[config.mk]
export PLATFORM = sky130hd
export DESIGN_NAME = ram_wipe_seq
export DESIGN_NICKNAME = d
export VERILOG_FILES = /design/src/rtl/ram_wipe_seq.sv
export SDC_FILE = /design/constraint.sdc
export NUM_CORES = 1
export LEC_CHECK = 0
export ABC_AREA = 1
export CORE_UTILIZATION = 27
export CTS_BUF_LIST = sky130_fd_sc_hd__clkbuf_8
export DETAILED_ROUTE_END_ITERATION = 7
export GPL_ROUTABILITY_DRIVEN = 1
export PLACE_DENSITY = 0.75
export SLEW_MARGIN = 10
export SYNTH_ARGS = -nofsm -noshare
export SYNTH_HDL_FRONTEND = slang
export SYNTH_SLANG_ARGS = --single-unit
[constraint.sdc]
create_clock -name clk -period 3.7 [get_ports clk]
set_clock_uncertainty 0.15 [all_clocks]
set_input_delay 0.555 -clock clk [delete_from_list [all_inputs] [get_ports clk]]
set_output_delay 0.555 -clock clk [all_outputs]
set_load 0.1 [all_outputs]
[src/rtl/ram_wipe_seq.sv]
module ram_wipe_seq #(
  parameter int DEPTH = 242,
  parameter int AW    = 8
) (
  input  logic          clk,
  input  logic          rst_n,
  input  logic          wipe_n,
  input  logic          ctl_we,
  input  logic          ctl_wipe_en,
  input  logic          ctl_irq_en,
  input  logic          done_rd,
  input  logic          done_ack,
  input  logic [AW-1:0] host_addr,
  input  logic [7:0]    host_wdata,
  input  logic          host_we,
  output logic [7:0]    host_rdata,
  output logic [AW-1:0] ram_addr,
  output logic [7:0]    ram_wdata,
  output logic          ram_we,
  input  logic [7:0]    ram_rdata,
  output logic          busy,
  output logic          done,
  output logic          irq_n
);
  localparam logic [AW-1:0] LAST = AW'(DEPTH - 1);

  logic          sync1, sync2, sync3;
  logic          wipe_en_q, irq_en_q;
  logic [AW-1:0] cnt;
  logic          fall, start, pass_end;

  always_ff @(posedge clk or negedge rst_n) begin
    if (!rst_n) begin
      sync1 <= 1'b1;
      sync2 <= 1'b1;
      sync3 <= 1'b1;
    end else begin
      sync1 <= wipe_n;
      sync2 <= sync1;
      sync3 <= sync2;
    end
  end

  assign fall     = sync3 & ~sync2;
  assign start    = fall & wipe_en_q & ~busy;
  assign pass_end = busy & (cnt == LAST);

  always_ff @(posedge clk or negedge rst_n) begin
    if (!rst_n) begin
      wipe_en_q <= 1'b0;
      irq_en_q  <= 1'b0;
    end else if (ctl_we) begin
      wipe_en_q <= ctl_wipe_en;
      irq_en_q  <= ctl_irq_en;
    end
  end

  always_ff @(posedge clk or negedge rst_n) begin
    if (!rst_n) begin
      busy <= 1'b0;
      cnt  <= '0;
    end else if (start) begin
      busy <= 1'b1;
      cnt  <= '0;
    end else if (busy) begin
      busy <= ~pass_end;
      cnt  <= pass_end ? '0 : cnt + 1'b1;
    end
  end

  always_ff @(posedge clk or negedge rst_n) begin
    if (!rst_n)                done <= 1'b0;
    else if (pass_end)         done <= 1'b1;
    else if (done_rd | done_ack) done <= 1'b0;
  end

  assign irq_n      = ~(done & irq_en_q);
  assign ram_addr   = busy ? cnt : host_addr;
  assign ram_wdata  = busy ? 8'h00 : host_wdata;
  assign ram_we     = busy | host_we;
  assign host_rdata = busy ? 8'h00 : ram_rdata;

  AST_ADDR_RANGE: assert property (@(posedge clk) disable iff (!rst_n)
    busy |-> (32'(ram_addr) < DEPTH));
  AST_START_ENABLED: assert property (@(posedge clk) disable iff (!rst_n)
    $rose(busy) |-> $past(wipe_en_q));
  AST_IRQ_QUAL: assert property (@(posedge clk) disable iff (!rst_n)
    !irq_n |-> (done && irq_en_q));
  AST_ASCEND: assert property (@(posedge clk) disable iff (!rst_n)
    (busy && $past(busy)) |-> (ram_addr == $past(ram_addr) + 1'b1));
  AST_DONE_AFTER_PASS: assert property (@(posedge clk) disable iff (!rst_n)
    $rose(done) |-> $past(busy));
  AST_NO_RESTART: assert property (@(posedge clk) disable iff (!rst_n)
    $fell(busy) |=> !busy);
endmodule

# Word level (Yosys, flattened, before mapping)
# Index checks and enable logic that the tools add are counted.
# op_classes
addsub	1
n_mul	0
div	0
order_cmp	0
n_eq_ne	1
n_shift	0
n_mux	10
n_bitwise	11
reduce_logical	2
# ops
operator	count
8-bit 2-to-1 mux	6
8-bit by 1-bit adder with 8-bit output (second input constant)	1
8-bit equality test (second input constant)	1
1-bit bitwise AND	5
1-bit 2-to-1 mux	4
1-bit NOT	4
2-bit nonzero test	2
1-bit OR	2
# word_totals
register_bits	15
latchBits	0
ram_bits	0
mem_bits_ro	0
in_bits	33
output_inout_bits	28
n_memories	0

# Logic depth before layout (Yosys ltp)
# depth
depth_word	5
mapped_depth	7

# Worst setup path before layout
# Ideal clock, no wire load.
# synth_path
path_type	flip-flop to output port
from	register busy
to	output port ram_addr[3]
arrival_time_ps	3512
t_required_ps	2995
slack_ps	-517
path_stages_with_launch	4
path_buffers	1
path_cell_list	dfrtp_1 -> inv_1 -> buf_2 -> o21ai_0
# synth_between
elab_chain_cells	1
# synth_lines
item	line_no	source
from (decl)	21	output logic busy,
from (signal assigned)	66	busy <= ~pass_end;
8-bit 2-to-1 mux	78	assign ram_addr = busy ? cnt : host_addr;
to (decl)	17	output logic [AW-1:0] ram_addr,
# No other way between the ends.

# Final worst setup path
# layout_path
from	register done
to	output port irq_n
# layout_between
elab_chain_cells	2
# layout_lines
item	line_no	source
from (decl)	22	output logic done,
from (signal assigned)	72	if (!rst_n) done <= 1'b0;
from (signal assigned)	73	else if (pass_end) done <= 1'b1;
from (signal assigned)	74	else if (done_rd | done_ack) done <= 1'b0;
1-bit bitwise AND	77	assign irq_n = ~(done & irq_en_q);
1-bit NOT	77	
to (decl)	23	output logic irq_n
# No other way between the ends.

==> impl_metrics.py <==
metrics = {
    "status": {
        "outcome": "finished, final reports clean",
    },
    "synth": {
        "syn_avg_cell_area_um2": 6.99,
        "synthArstFlopShare": 1.00,
        "synthesis.nets": 171,
        "seq_area_frac_synth": 0.399,
        "ys_types": 24,
        "netlist_area_um2": 951,
        "synth_edf_count": 0,
        "ys.flop_type": "dfrtp_1",
        "synth-seq-cells": 15,
        "ys_warn_count": 0,
        "synthCells": 136,
    },
    "clocking": {
        "cts_buffers": 3,
        "clock_sinks": 15,
        "cts_tree": "done",
        "clk_latency_ps": 250,
        "postCtsResizedCells": 0,
        "h-tree-depth": 1,
        "hold_buffers": 0,
        "path_clk_slew_ps": 60,
        "cts_max_path_buffers": 2,
        "cts_setup_buffers": 0,
        "root_buffer": "clkbuf_8",
    },
    "cells_and_area": {
        "layout_commonest_cell": "clkdlybuf4s50_1",
        "multi_input_area_um2": 450,
        "drive_above_1_share": 0.228,
        "layout_common_cells": "clkdlybuf4s50_1 (34), nand2_1 (32), buf_4 (27)",
        "area_growth_pct": 65.9,
        "fin_nets": 233,
        "stdcell_area_um2": 1580,
        "seq_area_um2": 379,
        "antennaDiodeCount": 0,
        "fill_cells": 353,
        "fin_util": 0.469,
    },
    "detailed_routing": {
        "routed_wl_um": 2320,
        "postRouteAntennaNets": 0,
        "num_vias": 1031,
        "drt_iter0_markers": 33,
        "drc": 0,
        "wl_per_cell_um": 9.54,
        "drt-vias-per-instance": 4.24,
        "firstDrtPassIters": 4,
    },
    "timing": {
        "fmax_mhz": 394,
        "fin_crit_ps": 2540,
        "min_period_over_period": 0.686,
        "drv_slew": 0,
        "rsz0062_at_grt": "no",
        "hold_violations": 0,
        "setup_viol": 0,
        "holdWs_ps": 206,
        "tightest_slew_ps": 972,
        "slew_headroom": 0.350,
        "setup_ws_ps": 1160,
        "setup-tns-final_ps": 0,
    },
    "power_and_ir_drop": {
        "p_per_area_nw_per_um2": 602,
        "peakVddDrop_uv": 255,
        "cellLeakagePower_nw": 0.780,
    },
    "run": {
        "cap_violations": 0,
    },
    "worst_setup_path": {
        "r2r_end": "cnt[1]",
        "rr_worst_depth": 7,
        "critPathCaptureType": "output port",
        "worstPathArrival_ps": 1830,
        "r2r_slack_ps": 2190,
        "cp-start-kind": "flop",
        "crit_fanout": 3,
        "required_ps": 2990,
        "critPathKind": "reg -> out",
        "reg2reg_from": "cnt[1]",
    },
    "hold_path": {
        "min_path_cells": 0,
        "holdPathEnd": "sync2",
        "min_from": "sync1",
        "hp-class": "reg -> reg",
    },
    "place": {
        "dp_slack_ps": 1430,
        "placed_area_um2": 1530,
        "gp_congestion": 0.831,
        "dp_hpwl_um": 1800,
        "port_buffers": 60,
    },
    "floorplan": {
        "start_util": 0.283,
        "core_um2": 3360,
        "die_area_um2": 3760,
        "die_y_um": 61.3,
        "ios": 61,
        "die_w_um": 61.3,
        "placementRows": 21,
    },
    "grt": {
        "grt_pass1_vias": 800,
        "grt_first_pass_wirelength_um": 3440,
        "antenna_found_initial": 0,
        "overflow": 0,
        "gr-usage-all-layers": 0.129,
        "grt_max_degree": 22,
    },
}
-- per-layer routing --
metal  track usage  share of wire
met1         0.166           0.47
met3        0.0462          0.069
met4        0.0571          0.015
met5             0              0
met2         0.194           0.45
-- flip-flops by register name, summed over array words and instances, names as in the netlist --
register / cells
busy: 1
sync2: 1
cnt: 8
sync3: 1
sync1: 1
irq_en_q: 1
done: 1
wipe_en_q: 1
-- Yosys cell counts, types with 2 or more instances --
master	instances	area (um2)
xor2_1	2	17.5
buf_2	4	20.0
dfstp_2	3	78.8
inv_2	2	7.51
inv_1	25	93.8
nand3_1	8	40.0
ha_1	2	25.0
o21ai_1	3	15.0
nand2_1	32	120
dfrtp_1	12	300
mux2_2	2	22.5
nor2_2	2	12.5
nand2_2	2	12.5
o21ai_0	7	35.0
nor2_1	20	75.1
o22ai_1	2	12.5
-- critical path: stages (launching register included) --
cell and delay, ps:
dfrtp_1 390, nand2_1 70, clkdlybuf4s50_1 1120
-- worst max path at each step --
| stage | start | slack, ps | cells past startpoint | endpoint |
|---|---|---|---|---|
| floorplan | busy | -520 | 3 | ram_addr[3] |
| global placement | done | 1430 | 2 | irq_n |
| detailed placement | done | 1430 | 2 | irq_n |
| CTS | done | 1140 | 2 | irq_n |
| global route | done | 1120 | 2 | irq_n |
| finish | done | 1160 | 2 | irq_n |
-- per-stage QoR --
stage	cells	total power [mW]
finish	243	0.950
global route	243	1.02
CTS	243	0.960
detailed placement	239	0.819
global placement	239	0.813
floorplan	136	0.688
-- where the power goes --
part	internal, mW	leakage [nW]	switching (mW)
Sequential	0.208	0.178	0.0593
Clock	0.0747	0.0255	0.0592
Combinational	0.150	0.577	0.399
Total	0.433	0.780	0.517
-- cell families after synthesis --
family | after synthesis | share of synthesized area
AO/OA/AOI/OAI | 16 | 0.0960
multiplexers | 2 | 0.0237
XOR/XNOR | 3 | 0.0276
buffers and inverters | 31 | 0.128
AND/OR/NAND/NOR | 67 | 0.300
adder cells (fa/ha/maj) | 2 | 0.0263
flip-flops | 15 | 0.399
-- layout make-up --
type,instances,share of cell area
timing repair buffer,61,0.344
clock inverter,1,0.00317
clock buffer,3,0.0262
tap,46,0.0365
multi-input combinational,90,0.285
sequential,15,0.240
inverter,27,0.0642
Power figures use the tool's default switching activity.
